<file path="src/rtl/remap_pkg.sv">
package remap_pkg;
  typedef enum logic [1:0] {
    MAP_ROM   = 2'b00,
    MAP_FLASH = 2'b01,
    MAP_SRAM  = 2'b10,
    MAP_RSVD  = 2'b11
  } map_sel_e;
endpackage

</file>
<file path="src/rtl/remap_ctrl_regs.sv">
module remap_ctrl_regs
  import remap_pkg::*;
#(
  parameter int DW = 32
) (
  input  logic          clk,
  input  logic          rst,
  input  logic          psel,
  input  logic          penable,
  input  logic          pwrite,
  input  logic [2:0]    pwdata,
  output logic [DW-1:0] prdata,
  output map_sel_e      mode_o,
  output logic          lock_o
);
  map_sel_e mode_q;
  logic     lock_q;
  logic     wr;

  assign wr = psel && penable && pwrite;

  always_ff @(posedge clk) begin
    if (rst) begin
      mode_q <= MAP_ROM;
      lock_q <= 1'b0;
    end else if (wr && !lock_q) begin
      if (pwdata[1:0] != 2'b11) mode_q <= map_sel_e'(pwdata[1:0]);
      if (pwdata[2]) lock_q <= 1'b1;
    end
  end

  always_comb begin
    prdata = '0;
    if (psel) prdata[2:0] = {lock_q, mode_q};
  end

  assign mode_o = mode_q;
  assign lock_o = lock_q;

  // the lock never clears while out of reset
  p_lock_sticky_r5: assert property (@(posedge clk) disable iff (rst)
    lock_q |=> lock_q);
  // a locked register keeps its mode
  p_locked_frozen_r5: assert property (@(posedge clk) disable iff (rst)
    lock_q |=> $stable(mode_q));
  // the reserved code does not move the mode
  p_rsvd_keep_r4: assert property (@(posedge clk) disable iff (rst)
    (wr && pwdata[1:0] == 2'b11) |=> $stable(mode_q));
  // without a completed write nothing changes
  p_idle_nochange_r8: assert property (@(posedge clk) disable iff (rst)
    !wr |=> ($stable(mode_q) && $stable(lock_q)));
endmodule

</file>
<file path="src/rtl/remap_phase.sv">
module remap_phase
  import remap_pkg::*;
(
  input  logic     clk,
  input  logic     rst,
  input  logic     trans_active,
  input  logic     hready,
  input  map_sel_e live_mode,
  output map_sel_e eff_mode
);
  logic     stall_q;
  map_sel_e held_q;

  // A stalled phase continues with the mode it was presented with.
  assign eff_mode = stall_q ? held_q : live_mode;

  always_ff @(posedge clk) begin
    if (rst) begin
      stall_q <= 1'b0;
      held_q  <= MAP_ROM;
    end else begin
      stall_q <= trans_active && !hready;
      held_q  <= eff_mode;
    end
  end

  // the mode seen by the bus cannot change inside a stalled phase
  p_held_mode_r6: assert property (@(posedge clk) disable iff (rst)
    (trans_active && !hready) |=> (eff_mode == $past(eff_mode)));
endmodule

</file>
<file path="src/rtl/remap_xlate.sv">
module remap_xlate
  import remap_pkg::*;
#(
  parameter int          AW         = 32,
  parameter int          WIN_BYTES  = 16384,
  parameter logic [31:0] ROM_BASE   = 32'h1FFF_0000,
  parameter logic [31:0] FLASH_BASE = 32'h0800_0000,
  parameter logic [31:0] SRAM_BASE  = 32'h2000_0000
) (
  input  logic [AW-1:0] addr_i,
  input  map_sel_e      mode_i,
  output logic [AW-1:0] addr_o
);
  localparam int OFF_W = $clog2(WIN_BYTES);

  logic          in_win;
  logic [AW-1:0] base;
  logic [AW-1:0] offset;

  assign in_win = ~|addr_i[AW-1:OFF_W];
  assign offset = {{(AW-OFF_W){1'b0}}, addr_i[OFF_W-1:0]};

  always_comb begin
    unique case (mode_i)
      MAP_ROM:   base = AW'(ROM_BASE);
      MAP_FLASH: base = AW'(FLASH_BASE);
      MAP_SRAM:  base = AW'(SRAM_BASE);
      default:   base = '0;
    endcase
  end

  assign addr_o = in_win ? (base | offset) : addr_i;
endmodule

</file>
<file path="src/rtl/boot_remap.sv">
module boot_remap
  import remap_pkg::*;
#(
  parameter int          AW         = 32,
  parameter int          DW         = 32,
  parameter int          WIN_BYTES  = 16384,
  parameter logic [31:0] ROM_BASE   = 32'h1FFF_0000,
  parameter logic [31:0] FLASH_BASE = 32'h0800_0000,
  parameter logic [31:0] SRAM_BASE  = 32'h2000_0000
) (
  input  logic          clk,
  input  logic          rst,
  input  logic          psel,
  input  logic          penable,
  input  logic          pwrite,
  input  logic [2:0]    pwdata,
  output logic [DW-1:0] prdata,
  input  logic [AW-1:0] s_haddr,
  input  logic [1:0]    s_htrans,
  input  logic          s_hready,
  output logic [AW-1:0] m_haddr
);
  localparam int OFF_W = $clog2(WIN_BYTES);

  map_sel_e reg_mode;
  map_sel_e bus_mode;
  logic     reg_lock;
  logic     trans_active;

  assign trans_active = (s_htrans == 2'b10) || (s_htrans == 2'b11);

  remap_ctrl_regs #(.DW(DW)) u_regs (
    .clk(clk), .rst(rst), .psel(psel), .penable(penable), .pwrite(pwrite),
    .pwdata(pwdata), .prdata(prdata), .mode_o(reg_mode), .lock_o(reg_lock)
  );

  remap_phase u_phase (
    .clk(clk), .rst(rst), .trans_active(trans_active), .hready(s_hready),
    .live_mode(reg_mode), .eff_mode(bus_mode)
  );

  remap_xlate #(
    .AW(AW), .WIN_BYTES(WIN_BYTES), .ROM_BASE(ROM_BASE),
    .FLASH_BASE(FLASH_BASE), .SRAM_BASE(SRAM_BASE)
  ) u_xlate (
    .addr_i(s_haddr), .mode_i(bus_mode), .addr_o(m_haddr)
  );

  // the offset inside the window survives translation
  p_offset_kept_r2: assert property (@(posedge clk) disable iff (rst)
    m_haddr[OFF_W-1:0] == s_haddr[OFF_W-1:0]);
  // addresses outside the window pass untouched
  p_pass_outside_r3: assert property (@(posedge clk) disable iff (rst)
    (|s_haddr[AW-1:OFF_W]) |-> (m_haddr == s_haddr));
  // a window address always lands on one of the three home bases
  p_window_home_r2: assert property (@(posedge clk) disable iff (rst)
    (~|s_haddr[AW-1:OFF_W]) |->
      (m_haddr[AW-1:OFF_W] == AW'(ROM_BASE) >> OFF_W ||
       m_haddr[AW-1:OFF_W] == AW'(FLASH_BASE) >> OFF_W ||
       m_haddr[AW-1:OFF_W] == AW'(SRAM_BASE) >> OFF_W));
  // a held address phase keeps its translated address
  p_stall_stable_r6: assert property (@(posedge clk) disable iff (rst)
    (trans_active && !s_hready) |=> (!$stable(s_haddr) || $stable(m_haddr)));
  // the lock state shows on the read port
  p_lock_visible_r5: assert property (@(posedge clk) disable iff (rst)
    psel |-> (prdata[2] == reg_lock));
endmodule

</file>
<file path="config.mk">
export PLATFORM = sky130hd
export DESIGN_NAME = boot_remap
export DESIGN_NICKNAME = d
export VERILOG_FILES = /design/src/rtl/remap_pkg.sv /design/src/rtl/remap_ctrl_regs.sv /design/src/rtl/remap_phase.sv /design/src/rtl/remap_xlate.sv /design/src/rtl/boot_remap.sv
export SDC_FILE = /design/constraint.sdc
export NUM_CORES = 1
export LEC_CHECK = 0
export ABC_AREA = 0
export BUFFER_PORTS_ARGS = -buffer_cell sky130_fd_sc_hd__clkbuf_2
export CORE_MARGIN = 2
export CORE_UTILIZATION = 32
export CTS_CLUSTER_SIZE = 16
export DETAILED_ROUTE_END_ITERATION = 12
export PLACE_DENSITY = 0.79
export SYNTH_ARGS = -nofsm -noshare
export SYNTH_HDL_FRONTEND = slang
export SYNTH_SLANG_ARGS = --single-unit
</file>
<file path="constraint.sdc">
create_clock -name clk -period 1.26 [get_ports clk]
set_input_delay 0.063 -clock clk [delete_from_list [all_inputs] [get_ports clk]]
set_output_delay 0.063 -clock clk [all_outputs]
set_load 0.005 [all_outputs]
</file>
### After elaboration in Yosys (flattened, before gate mapping)

Cells that the tools add are included.
W data, S select, Z words.

* eq/ne operators: 5
* multiplexer cells: 4
* bitwise logic cells: 1
* reduce and logical (&&, ||, !) cells: 11

Operator list (count)
* $pmux W30 S3: 1
* $mux W32: 1
* $or A30 B14 Y30: 1
* $reduce_or A18 Y1: 1
* $eq A2 B2 Y1 const B: 3
* $logic_and A1 B1 Y1: 4
* $reduce_and A2 Y1: 2
* $mux W3: 1
* $eq A2 B1 Y1 const B: 1
* $logic_not A1 Y1: 2
* $logic_not A2 Y1: 1
* $mux W2: 1
* $ne A2 B2 Y1 const B: 1
* $logic_or A1 B1 Y1: 1

* register bits: 6
* input port bits: 43
* output and inout port bits: 64
* logic and storage cells: 25

### Depth between registers and ports, before layout

Gate-level depths: netlist of run 1.

* depth after elaboration: 5
* gate-level depth with buffers: 4
* gate-level depth less buffers: 3

### Hierarchy

Synthesis of run 1 repeated with hierarchy kept, for this count alone.

* cells, all modules: 99
* area, all modules: 832.0 µm²

Modules (own cells, without submodules)
* remap_ctrl_regs: instances 1, cells an instance 44, area an instance 362.8 µm², sequential area each 60.1 µm²
* remap_xlate: instances 1, cells an instance 46, area an instance 351.6 µm², sequential area each 0.0 µm²
* remap_phase: instances 1, cells an instance 8, area an instance 113.9 µm², sequential area each 60.1 µm²
* boot_remap: instances 1, cells an instance 1, area an instance 3.8 µm², sequential area each 0.0 µm²

### Least setup slack after synthesis of run 1

OpenSTA, ideal clock, no wires.

* path type: reg-to-output
* start point: register u_phase.stall_q
* end point: output port m_haddr[18]
* arrival: 1.000 ns
* data required time: 1.197 ns
* path slack: 0.197 ns
* stages on the path, launching flop included: 5
* buffers on the path: 1
* cell sequence: dfxtp_1 > nor3b_2 > o211ai_2 > buf_4 > o21bai_2

* cells in the longest elaborated chain, start to end: 5
* elaborated cells between the ends (all ways): 7
* those cells by class: eq/ne (2); mux (3); bitwise (1); reduce/logical (1)

Ends and longest elaborated chain
* from (decl): RTL line remap_phase.sv:11 `logic stall_q;`
* from (signal assigned): RTL line remap_phase.sv:22 `stall_q <= trans_active && !hready;`
* $mux W2 (*): RTL line remap_phase.sv:15 `assign eff_mode = stall_q ? held_q : live_mode;`
* $eq A2 B2 Y1 (tied with other cells): RTL line remap_xlate.sv:24 `unique case (mode_i)`
* $pmux W30 S3 (*): RTL line remap_xlate.sv:24
* $or A30 B14 Y30 (*): RTL line remap_xlate.sv:32 `assign addr_o = in_win ? (base | offset) : addr_i;`
* $mux W32 (*): RTL line remap_xlate.sv:32
* to (decl): RTL line boot_remap.sv:21 `output logic [AW-1:0] m_haddr`

Mark *: on every way between the ends. The rest lies on a longest branch, timed or not.

### Worst setup path in the final report of run 1

* start point: register u_phase.stall_q
* end point: output port m_haddr[16]

The elaborated chain is that of the path after synthesis.

==> results.txt, run 1 <==
The initial antenna violation count is 0. The instance count of the mapped netlist is 101. For met3 alone, demand over resource in global routing was 0.0269. The required arrival time at the worst endpoint is 1.20 ns. The via count is 695. The standard cell core area came out at 2480 sq um. The maximum number of pins on one net before global-route repair is 13.

The max-cap check violation count came out at 0. The insertion delay of the later-clocked pin in the worst-skew pair is 0.24 ns. The startpoint class of the critical path is a flip-flop.

The number of CTS-inserted buffers is 3. For this run, the total global-route usage over all layers was measured as 0.0929. The final weighted congestion in routability-driven placement came out at 0.637.

The mean area per synthesized cell is 8.26 sq um. The worst hold path begins at rst. Summed over all nets, the half-perimeter wirelength after detailed placement is 1440 um.

The arrival time of data at the critical path endpoint came out at 1.34 ns. The root buffer cell is sky130_fd_sc_hd__clkbuf_4. By area the synthesized netlist is led by sky130_fd_sc_hd__buf_4 (40%), sky130_fd_sc_hd__dfxtp_1 (14%), sky130_fd_sc_hd__o21bai_2 (13%). The library cell used most frequently in the layout, excluding fill and tap cells, is sky130_fd_sc_hd__clkbuf_2. The proportion of layout cells with a drive suffix above 1 is 0.529.

The height of the die came out at 55.1 um. The met1 track demand over resource in global routing came out at 0.0827. Setup violations remaining at the end of the flow were counted as 13. The Yosys step of the flow raised 0 warnings.

In this run the worst hold path is classified as in -> reg. Setup repair after global routing could not meet its margin everywhere. The most critical setup path has its startpoint at u_phase.stall_q. The overflow left after global routing is 0.

The final reports fail on negative setup slack. The area fraction of the dominant cell type after synthesis came out at 0.396. In the routed design, unresolved DRC markers number 0.

The number of placed I/O pins came out at 107. After layout, the minimum clock period comes to 1.40 ns. The run finished, with violations left.

Leaving out filler cells and counting taps, the final layout contains 166. The number of distinct library cells after synthesis came out at 25. The count of H-tree levels built during CTS came out at 1.

The sequential area share after synthesis came out at 0.144. The number of antenna repair diodes came out at 0. The maximum clock rate came out at 714 MHz.

The count of buffers from port buffering is 48. The hold violation count in the final report is 0. In this run the most used layer during global routing was met2. The via count of the first global-routing pass was 513. The total detailed-routing wirelength is 1570 um.

After synthesis the cells add up to 835 sq um. IR analysis of the VDD net gives a maximum drop of 0.445 mV. The cell count after placement is 161.

The ratio of routed vias to standard cells is 4.19. The routing usage on met2 came out at 0.181. The startpoint identified for the worst register-to-register timing path is u_regs.lock_o.

The floorplan has 18 rows. The static leakage is 0.000498 uW. The total clock sinks is 6.

The worst setup path is captured at an output port. The clock transition at the registers of the reported paths is 0.04 ns. The overall die area came out at 3030 sq um. The library cells used most frequently in the layout, excluding fill and tap cells, are sky130_fd_sc_hd__clkbuf_2 (36), sky130_fd_sc_hd__conb_1 (29), sky130_fd_sc_hd__buf_2 (12), sky130_fd_sc_hd__o21bai_2 (10). Dividing total power by cell area gives a power density of 572 nW/um^2. The final net count came out at 181. TritonCTS built the clock tree. The DRC violation total after the first TritonRoute iteration came out at 4.

The multi-input combinational cell area is 459 sq um. The area growth from synthesis to layout is 14.1%. The initial standard-cell utilization of the core came out at 0.337.

The global-route wire length before repair is 1990 um. In the final routed layout, each cell accounts on average for 9.48 um. The deepest clock path buffer count came out at 2. The fill cell instance count of the final layout is 267. The maximum net fanout on the critical path is 12.

The synthesized design spends more area on one cell type than any other, namely sky130_fd_sc_hd__buf_4. On the final layout, the worst clock skew is 0.00195 ns. The setup slack of the critical path after layout came out at -0.140 ns. The post-route antenna net violation count came out at 0. The synthesized design contains 6 register bits. The storage element area came out at 125 sq um. The die is 55.1 um wide. The number of max-slew violations in the final report came out at 0. The length of the first detailed-routing pass in iterations came out at 3.

The hold slack is 0.0545 ns. The critical path is of the reg -> out type. The fraction of the cycle the final worst path needs came out at 1.11.
[registers in the layout, indices dropped and copies added, names as in the netlist]
signal and flops:
u_phase.held_q 2, u_phase.stall_q 1, u_regs.lock_o 1, u_regs.mode_o 2
[report_power, final]
part           switching, uW  internal (uW)
clock                   67.6            108
sequential              6.69            195
combinational           78.1           89.3
total                    152            392
[cell type report]
class                      instances  area share
tap                               30      0.0394
timing repair buffer              53       0.307
multi-input combinational         70       0.482
inverter                           4      0.0158
clock buffer                       3      0.0237
sequential                         6       0.131
[per-layer routing]
| layer | up-vias | share of wire |
|---|---|---|
| met5 | - | 0 |
| met2 | 46 | 0.55 |
| met1 | 303 | 0.29 |
| met3 | 6 | 0.14 |
| li1 | 340 | - |
| met4 | 0 | 0.017 |
[path summary, 6_finish.rpt]
kind | to | slack (ns) | cells after the start
setup / recovery | m_haddr[16] | -0.14 | 5
hold / removal | u_phase.stall_q | 0.05 | 2
setup reg to reg | u_regs.mode_o[1] | 0.32 | 3
hold reg to reg | u_regs.lock_o | 0.49 | 2
[critical path, stage by stage (launching register included)]
cell,delay [ns]
sky130_fd_sc_hd__dfxtp_4,0.37
sky130_fd_sc_hd__nor3b_4,0.19
sky130_fd_sc_hd__o211ai_2,0.13
sky130_fd_sc_hd__buf_12,0.17
sky130_fd_sc_hd__o21bai_1,0.11
sky130_fd_sc_hd__buf_2,0.13
[kinds of logic after synthesis]
kind of cell,after synthesis,share of synthesized area
other cells,1,0.00449
compound gates,20,0.234
simple gates,20,0.160
buf+inv,53,0.445
mux,1,0.0120
flops,6,0.144
[synth_stat cells (all sizes together)]
cell    count
o31ai       2
o211ai      1
dfxtp       6
nor4        4
nor3        1
o21ai       2
and2        4
clkbuf      4
nor2        4
nand2       2
nand4b      1
o221a       1
mux2i       1
conb        1
inv         4
nor3b       3
a41oi       1
buf        45
nand3       1
o32a        1
o21bai     12
[metrics by stage]
stage,TNS [ns],area [sq um],worst slack [ns],total power [uW],utilization
after floorplan,0,940,0.197,383,-
after CTS,-1.83,952,-0.163,554,0.384
final,-1.54,952,-0.140,545,0.384
after detailed placement,-0.532,896,-0.0703,370,0.362
after global placement,-0.370,896,-0.0488,369,0.362
after global routing,-2.69,952,-0.234,597,0.384
[what timing repair did]
action	in CTS	in global routing
resized for setup	5	12
pin swaps	3	0
hold buffers	1	0
endpoints found under the setup margin	14	14
buffers inserted	1	0
hold endpoints to repair	1	0
No activity file was read; power rests on OpenSTA's default activity.
==> run 2, diff against run 1 <==
--- a/config.mk
+++ b/config.mk
@@ -11,7 +11,7 @@
 export CORE_UTILIZATION = 32
 export CTS_CLUSTER_SIZE = 16
 export DETAILED_ROUTE_END_ITERATION = 12
-export PLACE_DENSITY = 0.79
+export PLACE_DENSITY = 0.93
 export SYNTH_ARGS = -nofsm -noshare
 export SYNTH_HDL_FRONTEND = slang
 export SYNTH_SLANG_ARGS = --single-unit
==> run 2 against run 1 <==
The flow still finishes with violations (negative setup slack). Via count increased by 1.7%. Die area unchanged. Critical path type unchanged. Setup slack improved by 0.015 ns. Utilization increased by 2.9 points. Register-to-register slack got worse by 0.03 ns. Final area increased by 7.5%. Hold slack got worse by 0.0058 ns.
==> results.txt, run 2 (synthesized netlist as in run 1, its figures left out) <==
The worst register-to-register path ends at u_regs.mode_o[0]. The height of the die is 55.1 um. Data on the critical path arrives at its endpoint at 1.32 ns. In this run, CTS created clock tree buffers numbering 3.

The number of rows in the core area came out at 18. The overall fraction of global-route tracks in use came out at 0.0951. The die extent in x is 55.1 um. The clock skew is 0.00311 ns. In this run the worst setup path terminates at m_haddr[23].

The tree is rooted in a sky130_fd_sc_hd__clkbuf_4. The tightest min-delay check is of the in -> reg type. CTS built an H-tree with a depth of 1.

The count of buffers from port buffering is 48. The via count of the first global-routing pass is 566. The type of the worst setup path is reg -> out. The global-route wire length before repair came out at 2060 um. For this block, the initial DRC count from the detailed router was 2. The post-route antenna net violation count is 0. The area growth from synthesis to layout is 22.6%. The flow ran to the end, but the final reports show violations. The fraction of the cycle the final worst path needs came out at 1.10. The overflow left after global routing is 0. The proportion of layout cells with a drive suffix above 1 is 0.564. The ratio of routed vias to standard cells came out at 4.16. The hold violation count in the final report was 0. Across all register-to-register paths, the minimum setup slack is 0.29 ns. The insertion delay of the later-clocked pin in the worst-skew pair is 0.24 ns. In the layout the commonest cells are sky130_fd_sc_hd__clkbuf_2 (38), sky130_fd_sc_hd__conb_1 (29), sky130_fd_sc_hd__buf_2 (10), sky130_fd_sc_hd__o21bai_2 (6), sky130_fd_sc_hd__buf_4 (5).

The maximum clock rate came out at 722 MHz. The worst-path cell with the longest stage delay is sky130_fd_sc_hd__dfxtp_4. The peak supply drop is 0.215 mV.

The clock passes through at most 2 buffers. For this design the top-level I/O count stands at 107. STA classifies the critical path endpoint as an output port. Clock-pin slew was measured on the worst setup and hold paths at 0.04 ns. The library cell used most frequently in the layout, excluding fill and tap cells, is sky130_fd_sc_hd__clkbuf_2. Across the run, the number of max-cap violations was 0. Counting I/O delays and the setup requirement, the final critical path takes 1.39 ns. TritonCTS built the clock tree. The critical register-to-register path startpoint is u_regs.lock_o. The count of endpoints failing setup in the final report came out at 14.

The length of the first detailed-routing pass in iterations is 2. Setup repair after global routing could not meet its margin everywhere. The number of max-slew violations in the final report came out at 0. The maximum number of pins on one net before global-route repair came out at 8. At the end of routability-driven placement, the weighted congestion stood at 0.716. Dividing the detail-routed wire length by the instance count gives 9.82 um. The via count came out at 707. Detailed placement finished with a half-perimeter wire length of 1390 um.

In this design, the stage delay of the slowest critical-path cell is 0.35 ns. The post-route DRC violation count came out at 0. The fill cell instance count of the final layout is 255. The number of antenna repair diodes is 0. The standard cell core area is 2480 sq um. At the worst endpoint, the required time is 1.20 ns. Power spread over the standard cell area amounts to 544 nW/um^2. The static leakage is 0.000525 uW. The initial antenna violation count came out at 0. For this configuration, the core starts out at a cell density of 0.337. Wires add up to 1670 um. The startpoint identified for the worst hold timing path is rst. The depth of the worst register-to-register path came out at 3. The total clock sinks is 6. The power after layout is 557 uW. Walking the worst path, the cells encountered are nor3b_4 -> o211ai_2 -> buf_6 -> o21bai_4 -> buf_2. STA classifies the critical path startpoint as a flip-flop.

The most critical setup path has its startpoint at u_phase.stall_q. The overall die area is 3030 sq um. The net count of the finished layout is 185. The maximum net fanout on the critical path is 6. The checks that failed: negative setup slack. The setup TNS is -1.45 ns.

The setup slack of the critical path after layout came out at -0.125 ns.
-- run 2: cell count changes in the layout (fill, tap and decap cells not counted), sizes merged --
| cell | delta |
|---|---|
| buf | +2 |
| clkbuf | +2 |
-- run 2: metal layers --
| layer | up-vias | wire [um] | track usage |
|---|---|---|---|
| met1 | 319 | 475 | 0.0761 |
| li1 | 345 | - | - |
| met2 | 36 | 1010 | 0.200 |
| met3 | 7 | 143 | 0 |
| met4 | 0 | 38 | 0.0894 |
| met5 | - | 0 | 0 |
-- run 2: worst max-delay path, delay by kind of cell, from the launching register on --
family	cells	cell delay (ns)
buf+inv	2	0.32
compound gates	2	0.27
flops	1	0.35
simple gates	1	0.15
-- run 2: cell type report --
type | count | area, sq um | share of cell area
Sequential cell | 6 | 126 | 0.123
Multi-Input combinational cell | 70 | 492 | 0.480
Clock buffer | 3 | 22.5 | 0.0220
Inverter | 4 | 15.0 | 0.0147
Timing Repair Buffer | 57 | 330 | 0.323
Tap cell | 30 | 37.5 | 0.0367
-- run 2: worst min path at each step --
| stage | to | slack (ns) | depth (start not counted) |
|---|---|---|---|
| after floorplan | u_phase.held_q[0] | 0.14 | 1 |
| after global placement | m_haddr[13] | 0.13 | 0 |
| after detailed placement | m_haddr[13] | 0.13 | 0 |
| after CTS | u_regs.mode_o[1] | 0.04 | 2 |
| after global routing | u_regs.lock_o | 0.05 | 2 |
| final | u_phase.held_q[0] | 0.05 | 2 |
-- run 2: report_power, final --
| group | switching (uW) | internal, uW | total, uW | leakage, uW |
|---|---|---|---|---|
| sequential | 6.38 | 196 | 202 | 0.0000504 |
| clock | 66.3 | 108 | 174 | 0.0000138 |
| combinational | 83.0 | 97.8 | 181 | 0.000461 |
| total | 156 | 401 | 557 | 0.000525 |
-- run 2: per-stage QoR --
step | setup slack (ns) | cells | hold slack (ns) | area [sq um] | util
floorplan | 0.197 | 129 | 0.135 | 940 | -
global placement | 0.0223 | 164 | 0.126 | 918 | 0.371
detailed placement | 0.00747 | 164 | 0.126 | 918 | 0.371
CTS | -0.129 | 170 | 0.0406 | 991 | 0.400
global route | -0.215 | 170 | 0.0510 | 1020 | 0.413
finish | -0.125 | 170 | 0.0487 | 1020 | 0.413
-- run 2: what timing repair did --
item,4_1_cts,5_1_grt
endpoints found under the setup margin,14,14
hold endpoints to repair,1,0
hold buffers,1,0
setup buffers,2,0
pin swaps,4,1
gates resized for setup,8,16
